**src/rtl/fisu_pkg.sv**
```systemverilog
package fisu_pkg;

    localparam int WORD_W   = 16;
    localparam int SEL_W    = 3;
    localparam int NUM_OPS  = 3;
    localparam int NUM_CODES = 17;

    // interrupt word bit positions
    localparam int MASTER_BIT     = 15;
    localparam int RST_DONE_BIT   = 4;
    localparam int ERASE_DONE_BIT = 5;
    localparam int PROG_DONE_BIT  = 6;
    localparam int LOAD_DONE_BIT  = 7;

    // status word bit positions
    localparam int CMD_ERR_BIT   = 10;
    localparam int ERASE_ERR_BIT = 11;
    localparam int PROG_ERR_BIT  = 12;
    localparam int LOAD_ERR_BIT  = 13;

    // configuration word 1 bit positions
    localparam int POL_BIT = 6;
    localparam int RDY_BIT = 7;

    // operation index on the completion vector
    localparam int OP_LOAD  = 0;
    localparam int OP_PROG  = 1;
    localparam int OP_ERASE = 2;

    localparam logic [WORD_W-1:0] INTR_COLD    = 16'h8080;
    localparam logic [WORD_W-1:0] INTR_WARM    = 16'h8010;
    localparam logic [WORD_W-1:0] CFG1_INIT    = 16'h40C0;
    localparam logic [WORD_W-1:0] CFG1_RD_MASK = 16'hFFE0;
    localparam logic [WORD_W-1:0] ERR_MASK     =
        (WORD_W'(1) << CMD_ERR_BIT) | (WORD_W'(1) << ERASE_ERR_BIT) |
        (WORD_W'(1) << PROG_ERR_BIT) | (WORD_W'(1) << LOAD_ERR_BIT);

    // register selectors
    localparam logic [SEL_W-1:0] SEL_CMD    = 3'd0;
    localparam logic [SEL_W-1:0] SEL_CFG1   = 3'd1;
    localparam logic [SEL_W-1:0] SEL_STATUS = 3'd2;
    localparam logic [SEL_W-1:0] SEL_INTR   = 3'd3;
    localparam logic [SEL_W-1:0] SEL_CFG2   = 3'd4;

    // low bytes of the accepted command codes
    localparam logic [7:0] CODE_LIST [NUM_CODES] = '{
        8'h00, 8'h13, 8'h80, 8'h1A, 8'h1B, 8'h23, 8'h27, 8'h2A, 8'h2C,
        8'h71, 8'h94, 8'h95, 8'hB0, 8'h30, 8'hF0, 8'hF3, 8'h65
    };

    function automatic int done_pos(input int op);
        case (op)
            OP_LOAD:  return LOAD_DONE_BIT;
            OP_PROG:  return PROG_DONE_BIT;
            default:  return ERASE_DONE_BIT;
        endcase
    endfunction

    function automatic int err_pos(input int op);
        case (op)
            OP_LOAD:  return LOAD_ERR_BIT;
            OP_PROG:  return PROG_ERR_BIT;
            default:  return ERASE_ERR_BIT;
        endcase
    endfunction

    typedef struct packed {
        logic [WORD_W-1:0] cmd;
        logic [WORD_W-1:0] cfg1;
        logic [WORD_W-1:0] cfg2;
        logic [WORD_W-1:0] status;
        logic [WORD_W-1:0] intr;
        logic              ready;
        logic              pulse;
    } core_state_t;

endpackage

```
**src/rtl/fisu_cmd_decode.sv**
```systemverilog
module fisu_cmd_decode
    import fisu_pkg::*;
(
    input  logic [WORD_W-1:0] code,
    output logic              known
);
    localparam int HI_W = WORD_W - 8;

    logic [NUM_CODES-1:0] hit;

    genvar gi;
    generate
        for (gi = 0; gi < NUM_CODES; gi++) begin : g_cmp
            assign hit[gi] = (code[7:0] == CODE_LIST[gi]);
        end
    endgenerate

    assign known = (code[WORD_W-1:8] == HI_W'(0)) && (|hit);
endmodule

```
**src/rtl/fisu_op_events.sv**
```systemverilog
module fisu_op_events
    import fisu_pkg::*;
(
    input  logic [NUM_OPS-1:0] done_op,
    input  logic               op_fail,
    output logic [WORD_W-1:0]  intr_set,
    output logic [WORD_W-1:0]  err_set
);
    logic [WORD_W-1:0] op_intr [NUM_OPS];
    logic [WORD_W-1:0] op_err  [NUM_OPS];

    genvar gi;
    generate
        for (gi = 0; gi < NUM_OPS; gi++) begin : g_op
            localparam int DP = done_pos(gi);
            localparam int EP = err_pos(gi);
            assign op_intr[gi] = done_op[gi]
                ? ((WORD_W'(1) << MASTER_BIT) | (WORD_W'(1) << DP))
                : '0;
            assign op_err[gi] = (done_op[gi] && op_fail)
                ? ((WORD_W'(1) << CMD_ERR_BIT) | (WORD_W'(1) << EP))
                : '0;
        end
    endgenerate

    always_comb begin
        intr_set = '0;
        err_set  = '0;
        for (int i = 0; i < NUM_OPS; i++) begin
            intr_set = intr_set | op_intr[i];
            err_set  = err_set | op_err[i];
        end
    end
endmodule

```
**src/rtl/fisu_status_core.sv**
```systemverilog
module fisu_status_core
    import fisu_pkg::*;
(
    input  logic              clk,
    input  logic              rst_n,
    input  logic              wr_en,
    input  logic [SEL_W-1:0]  wr_sel,
    input  logic [WORD_W-1:0] wr_data,
    input  logic              cmd_known,
    input  logic [NUM_OPS-1:0] done_op,
    input  logic [WORD_W-1:0] intr_set,
    input  logic [WORD_W-1:0] err_set,
    input  logic              done_reset,
    output logic [WORD_W-1:0] cmd_q,
    output logic [WORD_W-1:0] cfg1_q,
    output logic [WORD_W-1:0] cfg2_q,
    output logic [WORD_W-1:0] status_q,
    output logic [WORD_W-1:0] intr_q,
    output logic              ready_q,
    output logic              pulse_q
);
    core_state_t st_d, st_q;

    logic wr_cmd, wr_cfg1, wr_cfg2, wr_intr;

    assign wr_cmd  = wr_en && (wr_sel == SEL_CMD);
    assign wr_cfg1 = wr_en && (wr_sel == SEL_CFG1);
    assign wr_cfg2 = wr_en && (wr_sel == SEL_CFG2);
    assign wr_intr = wr_en && (wr_sel == SEL_INTR);

    always_comb begin
        st_d       = st_q;
        st_d.pulse = 1'b0;

        // acknowledge first, so that fresh events below survive it
        if (wr_intr) begin
            st_d.intr = st_q.intr & wr_data;
            if (!st_d.intr[MASTER_BIT]) begin
                st_d.status = st_q.status & ~ERR_MASK;
            end
        end

        if (wr_cfg1) begin
            st_d.cfg1  = wr_data;
            st_d.ready = wr_data[RDY_BIT];
        end

        if (wr_cfg2) begin
            st_d.cfg2 = wr_data;
        end

        if (wr_cmd && !st_q.intr[MASTER_BIT]) begin
            st_d.cmd = wr_data;
            if (cmd_known) begin
                st_d.pulse = 1'b1;
            end else begin
                st_d.status[CMD_ERR_BIT] = 1'b1;
                st_d.intr[MASTER_BIT]    = 1'b1;
            end
        end

        st_d.intr   = st_d.intr | intr_set;
        st_d.status = st_d.status | err_set;

        if (done_reset) begin
            st_d.cmd    = '0;
            st_d.cfg1   = CFG1_INIT;
            st_d.cfg2   = '0;
            st_d.status = '0;
            st_d.intr   = INTR_WARM;
            st_d.ready  = 1'b1;
            st_d.pulse  = 1'b0;
        end
    end

    always_ff @(posedge clk) begin
        if (!rst_n) begin
            st_q.cmd    <= '0;
            st_q.cfg1   <= CFG1_INIT;
            st_q.cfg2   <= '0;
            st_q.status <= '0;
            st_q.intr   <= INTR_COLD;
            st_q.ready  <= 1'b1;
            st_q.pulse  <= 1'b0;
        end else begin
            st_q <= st_d;
        end
    end

    assign cmd_q    = st_q.cmd;
    assign cfg1_q   = st_q.cfg1;
    assign cfg2_q   = st_q.cfg2;
    assign status_q = st_q.status;
    assign intr_q   = st_q.intr;
    assign ready_q  = st_q.ready;
    assign pulse_q  = st_q.pulse;


    err_needs_master_chk: assert property (@(posedge clk) disable iff (!rst_n)
        !intr_q[MASTER_BIT] |-> ((status_q & ERR_MASK) == '0));


    cmd_hold_chk: assert property (@(posedge clk) disable iff (!rst_n)
        (wr_cmd && intr_q[MASTER_BIT] && !done_reset) |=> $stable(cmd_q));


    done_sets_master_chk: assert property (@(posedge clk) disable iff (!rst_n)
        ((|done_op) && !done_reset) |=> intr_q[MASTER_BIT]);


    pulse_source_chk: assert property (@(posedge clk) disable iff (!rst_n)
        pulse_q |-> $past(wr_cmd && !intr_q[MASTER_BIT]));
endmodule

```
**src/rtl/fisu_irq_out.sv**
```systemverilog
module fisu_irq_out
    import fisu_pkg::*;
(
    input  logic [WORD_W-1:0] intr_q,
    input  logic [WORD_W-1:0] cfg1_q,
    output logic              irq
);
    assign irq = intr_q[MASTER_BIT] ^ ~cfg1_q[POL_BIT];
endmodule

```
**src/rtl/flash_irq_regs.sv**
```systemverilog
module flash_irq_regs
    import fisu_pkg::*;
(
    input  logic                clk,
    input  logic                rst_n,
    input  logic                bus_valid,
    input  logic                bus_write,
    input  logic [SEL_W-1:0]    bus_addr,
    input  logic [WORD_W-1:0]   bus_wdata,
    output logic [WORD_W-1:0]   bus_rdata,
    input  logic [NUM_OPS-1:0]  done_op,
    input  logic                op_fail,
    input  logic                done_reset,
    output logic                cmd_valid,
    output logic [WORD_W-1:0]   cmd_code,
    output logic                irq,
    output logic                ready
);
    logic              cmd_known;
    logic [WORD_W-1:0] intr_set, err_set;
    logic [WORD_W-1:0] cmd_q, cfg1_q, cfg2_q, status_q, intr_q;
    logic              wr_en, rd_en;
    logic [WORD_W-1:0] rdata_d, rdata_q;

    assign wr_en = bus_valid && bus_write;
    assign rd_en = bus_valid && !bus_write;

    fisu_cmd_decode u_dec (
        .code  (bus_wdata),
        .known (cmd_known)
    );

    fisu_op_events u_evt (
        .done_op  (done_op),
        .op_fail  (op_fail),
        .intr_set (intr_set),
        .err_set  (err_set)
    );

    fisu_status_core u_core (
        .clk        (clk),
        .rst_n      (rst_n),
        .wr_en      (wr_en),
        .wr_sel     (bus_addr),
        .wr_data    (bus_wdata),
        .cmd_known  (cmd_known),
        .done_op    (done_op),
        .intr_set   (intr_set),
        .err_set    (err_set),
        .done_reset (done_reset),
        .cmd_q      (cmd_q),
        .cfg1_q     (cfg1_q),
        .cfg2_q     (cfg2_q),
        .status_q   (status_q),
        .intr_q     (intr_q),
        .ready_q    (ready),
        .pulse_q    (cmd_valid)
    );

    fisu_irq_out u_irq (
        .intr_q (intr_q),
        .cfg1_q (cfg1_q),
        .irq    (irq)
    );

    always_comb begin
        rdata_d = rdata_q;
        if (rd_en) begin
            case (bus_addr)
                SEL_CMD:    rdata_d = cmd_q;
                SEL_CFG1:   rdata_d = cfg1_q & CFG1_RD_MASK;
                SEL_STATUS: rdata_d = status_q;
                SEL_INTR:   rdata_d = intr_q;
                SEL_CFG2:   rdata_d = cfg2_q;
                default:    rdata_d = '0;
            endcase
        end
    end

    always_ff @(posedge clk) begin
        if (!rst_n) begin
            rdata_q <= '0;
        end else begin
            rdata_q <= rdata_d;
        end
    end

    assign bus_rdata = rdata_q;
    assign cmd_code  = cmd_q;


    ready_source_chk: assert property (@(posedge clk) disable iff (!rst_n)
        !$stable(ready) |-> $past((wr_en && bus_addr == SEL_CFG1) || done_reset));


    rdata_hold_chk: assert property (@(posedge clk) disable iff (!rst_n)
        !$past(rd_en) |-> $stable(bus_rdata));
endmodule

```
**config.mk**
```make
export PLATFORM = sky130hd
export DESIGN_NAME = flash_irq_regs
export DESIGN_NICKNAME = d
export VERILOG_FILES = /design/src/rtl/fisu_pkg.sv /design/src/rtl/fisu_cmd_decode.sv /design/src/rtl/fisu_op_events.sv /design/src/rtl/fisu_status_core.sv /design/src/rtl/fisu_irq_out.sv /design/src/rtl/flash_irq_regs.sv
export SDC_FILE = /design/constraint.sdc
export NUM_CORES = 1
export LEC_CHECK = 0
export CAP_MARGIN = 5
export CORE_AREA = 3 3 87 89
export CTS_CLUSTER_SIZE = 24
export DETAILED_ROUTE_END_ITERATION = 16
export DIE_AREA = 0 0 90 92
export HOLD_SLACK_MARGIN = 0.03
export PLACE_DENSITY = 0.77
export SETUP_SLACK_MARGIN = 0.2
export SYNTH_ARGS = -nofsm -noshare
export SYNTH_HDL_FRONTEND = slang
export SYNTH_SLANG_ARGS = --single-unit
```
**constraint.sdc**
```tcl
create_clock -name clk -period 2.1 [get_ports clk]
set_input_delay 0.525 -clock clk [delete_from_list [all_inputs] [get_ports clk]]
set_output_delay 0.525 -clock clk [all_outputs]
set_load 0.005 [all_outputs]
```
==> impl_metrics.toml <==
[outcome]
status = "finished clean"

[min_path]
hp-class = "reg2reg"

[clocking]
ctsHoldBuffers = 0
cts.clk_slew.worst_paths_ns = 0.08
h-tree-depth = 3
cts_inserted_buffers = 9
cts.sinks = 80
insertion_delay_ns = 0.36
tritoncts = "done"
clockRootBuffer = "clkbuf_8"
clock_path_buffers = 2

[drt]
drcViolationCount = 0
firstDrtPassIters = 5
viasPerCell = 5.704
ant_nets = 0
wl_per_cell_um = 17.33
first_iter_violations = 302
drt_wl_total_um = 9966
via_count = 3280

[worst_setup_path]
crit_slowest_cell = "clkdlybuf4s50_1"
start_kind = "input port"
cpLargestDelayFamily = "compound AO/OA/AOI/OAI gates"
critPathKind = "in2reg"
crit_fanout = 9
rrSetupSlack_ns = 0.59
cpPeakStageDelay_ns = 0.47
worstPathRequired_ns = 2.40
cp_num_buf_inv = 2
worstPathCellList = "clkdlybuf4s50_1 -> buf_4 -> xnor2_1 -> o22ai_1 -> a221oi_2 -> a41o_1 -> o2bb2ai_1"
cp-end-kind = "flip-flop"
arrival_ns = 2.18

[logic_synthesis]
synthArstFlopShare = 0
netlist_area_um2 = 3507
syn_nets = 412
synthFlopType = "dfxtp_1"
synth-seq-cells = 80
synth_edf_count = 0
ys_warn_count = 0
synth.distinct_cells = 45
syn_area_per_cell_um2 = 9.133
synthCells = 384
seq_area_frac_synth = 0.4567

[finish]
mostFrequentLayoutCell = "dfxtp_1"
layout_common_cells = "dfxtp_1, clkdlybuf4s50_1, nand2_1"
n_antenna_cell = 0
fill_cells = 546
drive_gt1_frac = 0.1691
instances_no_fill = 575
final_util = 0.6985
nNetsFinal = 502
final_area_um2 = 4772
area_delta_synth_final_pct = 36.07

[floorplan]
start_util = 0.5134
dieArea_um2 = 8280
die_h_um = 92
num_rows = 30
pin_count = 63
die_x_um = 90
core_area_um2 = 6832

[sta]
slew_headroom = 0.6957
max_freq_mhz = 530.4
drv_slew = 0
setup-violations-final = 0
rsz0062_at_grt = "yes"
period_share = 0.8979
period_needed_ns = 1.886
worstMarginPinSlew_ns = 0.4544
fin_worst_skew_ns = 0.006677
hold_violations = 0
fin_setup_tns_ns = 0

[global_route]
grt_pass1_vias = 3096
grt_usage = 0.2431
grt_max_degree = 35
grt_overflow = 0
antenna_found_initial = 0
grt_pass1_wl_um = 15990

[pwr]
leakage_nw = 1.978
powerDensity_nw_per_um2 = 665.4
vdd_drop_max_v = 0.0004417
fin_total_pwr_mw = 3.175

[placed_design]
place_hpwl_um = 6996
io_buffers = 62
place_inst = 559
postPlaceCellArea_um2 = 4464
place.gp.congestion = 0.8343

[flow_run]
max_cap_viol_count = 0
-- routing by layer --
metal | vias to the layer above | wire, µm | share of wire | track usage
met5 | - | 0 | 0 | 0
met4 | 0 | 251 | 0.025 | 0.08163
met3 | 20 | 695 | 0.070 | 0.05414
met2 | 144 | 4388 | 0.44 | 0.3634
met1 | 1565 | 4631 | 0.46 | 0.3467
li1 | 1551 | - | - | -
-- flip-flops by register name, indices dropped and copies added, names as in the netlist, named ones only --
register	cells
bus_rdata	16
u_core.cfg1_q	11
u_core.cfg2_q	16
u_core.cmd_q	16
u_core.intr_q	12
u_core.pulse_q	1
u_core.status_q	4
-- cell usage after synthesis, types with 2 or more instances --
master     number  area [µm²]
a21o_1          2       15.01
a21oi_1        26       130.1
a22o_1          5       43.79
a22oi_1        11       82.58
a2bb2oi_1       8       70.07
and3_1          2       12.51
buf_2          10       50.05
buf_6           3       33.78
clkbuf_1       16       60.06
dfxtp_1        80        1602
inv_1           4       15.01
mux2_2          4       45.04
mux2i_1        37       370.4
nand2_1        53       198.9
nand2b_1        2       12.51
nand3_1         5       25.02
nand4_1         2       12.51
nor2_1         42       157.7
nor2b_1         5       31.28
nor4_1          2       12.51
nor4b_1         2       17.52
nor4bb_1        2       20.02
o211a_1        16       160.2
o211ai_1        5       37.54
o21a_1          3       22.52
o21ai_0        13       65.06
o22ai_1         5       31.28
xnor2_1         2       17.52
-- through the flow --
step,hold slack [ns],worst slack [ns]
floorplan,0.4266,0.1957
global placement,0.4311,-0.2752
detailed placement,0.4375,-0.2986
CTS,0.4487,0.2004
global route,0.4615,0.1418
finish,0.4489,0.2145
-- kinds of logic (layout without fill, tap and decap cells) --
group,count (synthesis),in the layout,synth area share
AO/OA/AOI/OAI,99,99,0.2001
XOR/XNOR,2,2,0.004996
buffers and inverters,36,131,0.05280
flip-flops,80,80,0.4567
multiplexers,41,41,0.1184
AND/OR/NAND/NOR,126,126,0.1670
-- area by class of cell --
cell class                 count  area [µm²]  share of cell area
clock buffer                  12       155.1             0.03251
clock inverter                 4       76.32             0.01599
inverter                       4       15.01            0.003146
multi-input combinational    268        1788              0.3747
sequential                    80        1603              0.3359
tap                           96       120.1             0.02517
timing repair buffer         111        1015              0.2126
-- where the power goes --
part	total (mW)	switching (mW)	internal [mW]
combinational	0.332	0.168	0.164
clock	1.30	0.563	0.737
sequential	1.54	0.0114	1.53
total	3.18	0.743	2.43
-- path summary, 6_finish.rpt --
check                                       start                   to  cells after the start
worst max register to register  u_core.intr_q[15]  u_core.status_q[10]                      4
worst min register to register          flip-flop            flip-flop                      1
worst min-delay path                    flip-flop            flip-flop                      1
worst max-delay path                 bus_wdata[2]  u_core.status_q[10]                      7
-- worst reg2reg max path, delay by kind of cell (launching register included) --
kind | cells | cell delay, ns
DFF | 1 | 0.33
buffers and inverters | 1 | 0.17
and+or+nand+nor | 2 | 0.83
AOI/OAI and AO/OA | 1 | 0.12
-- timing repair --
item | CTS | global route
pin swaps | 3 | 2
gates cloned | 0 | 0
buffers inserted | 0 | 0
endpoints found under the setup margin | 21 | 26
gates resized for setup | 12 | 11
Power figures use the tool's default switching activity.
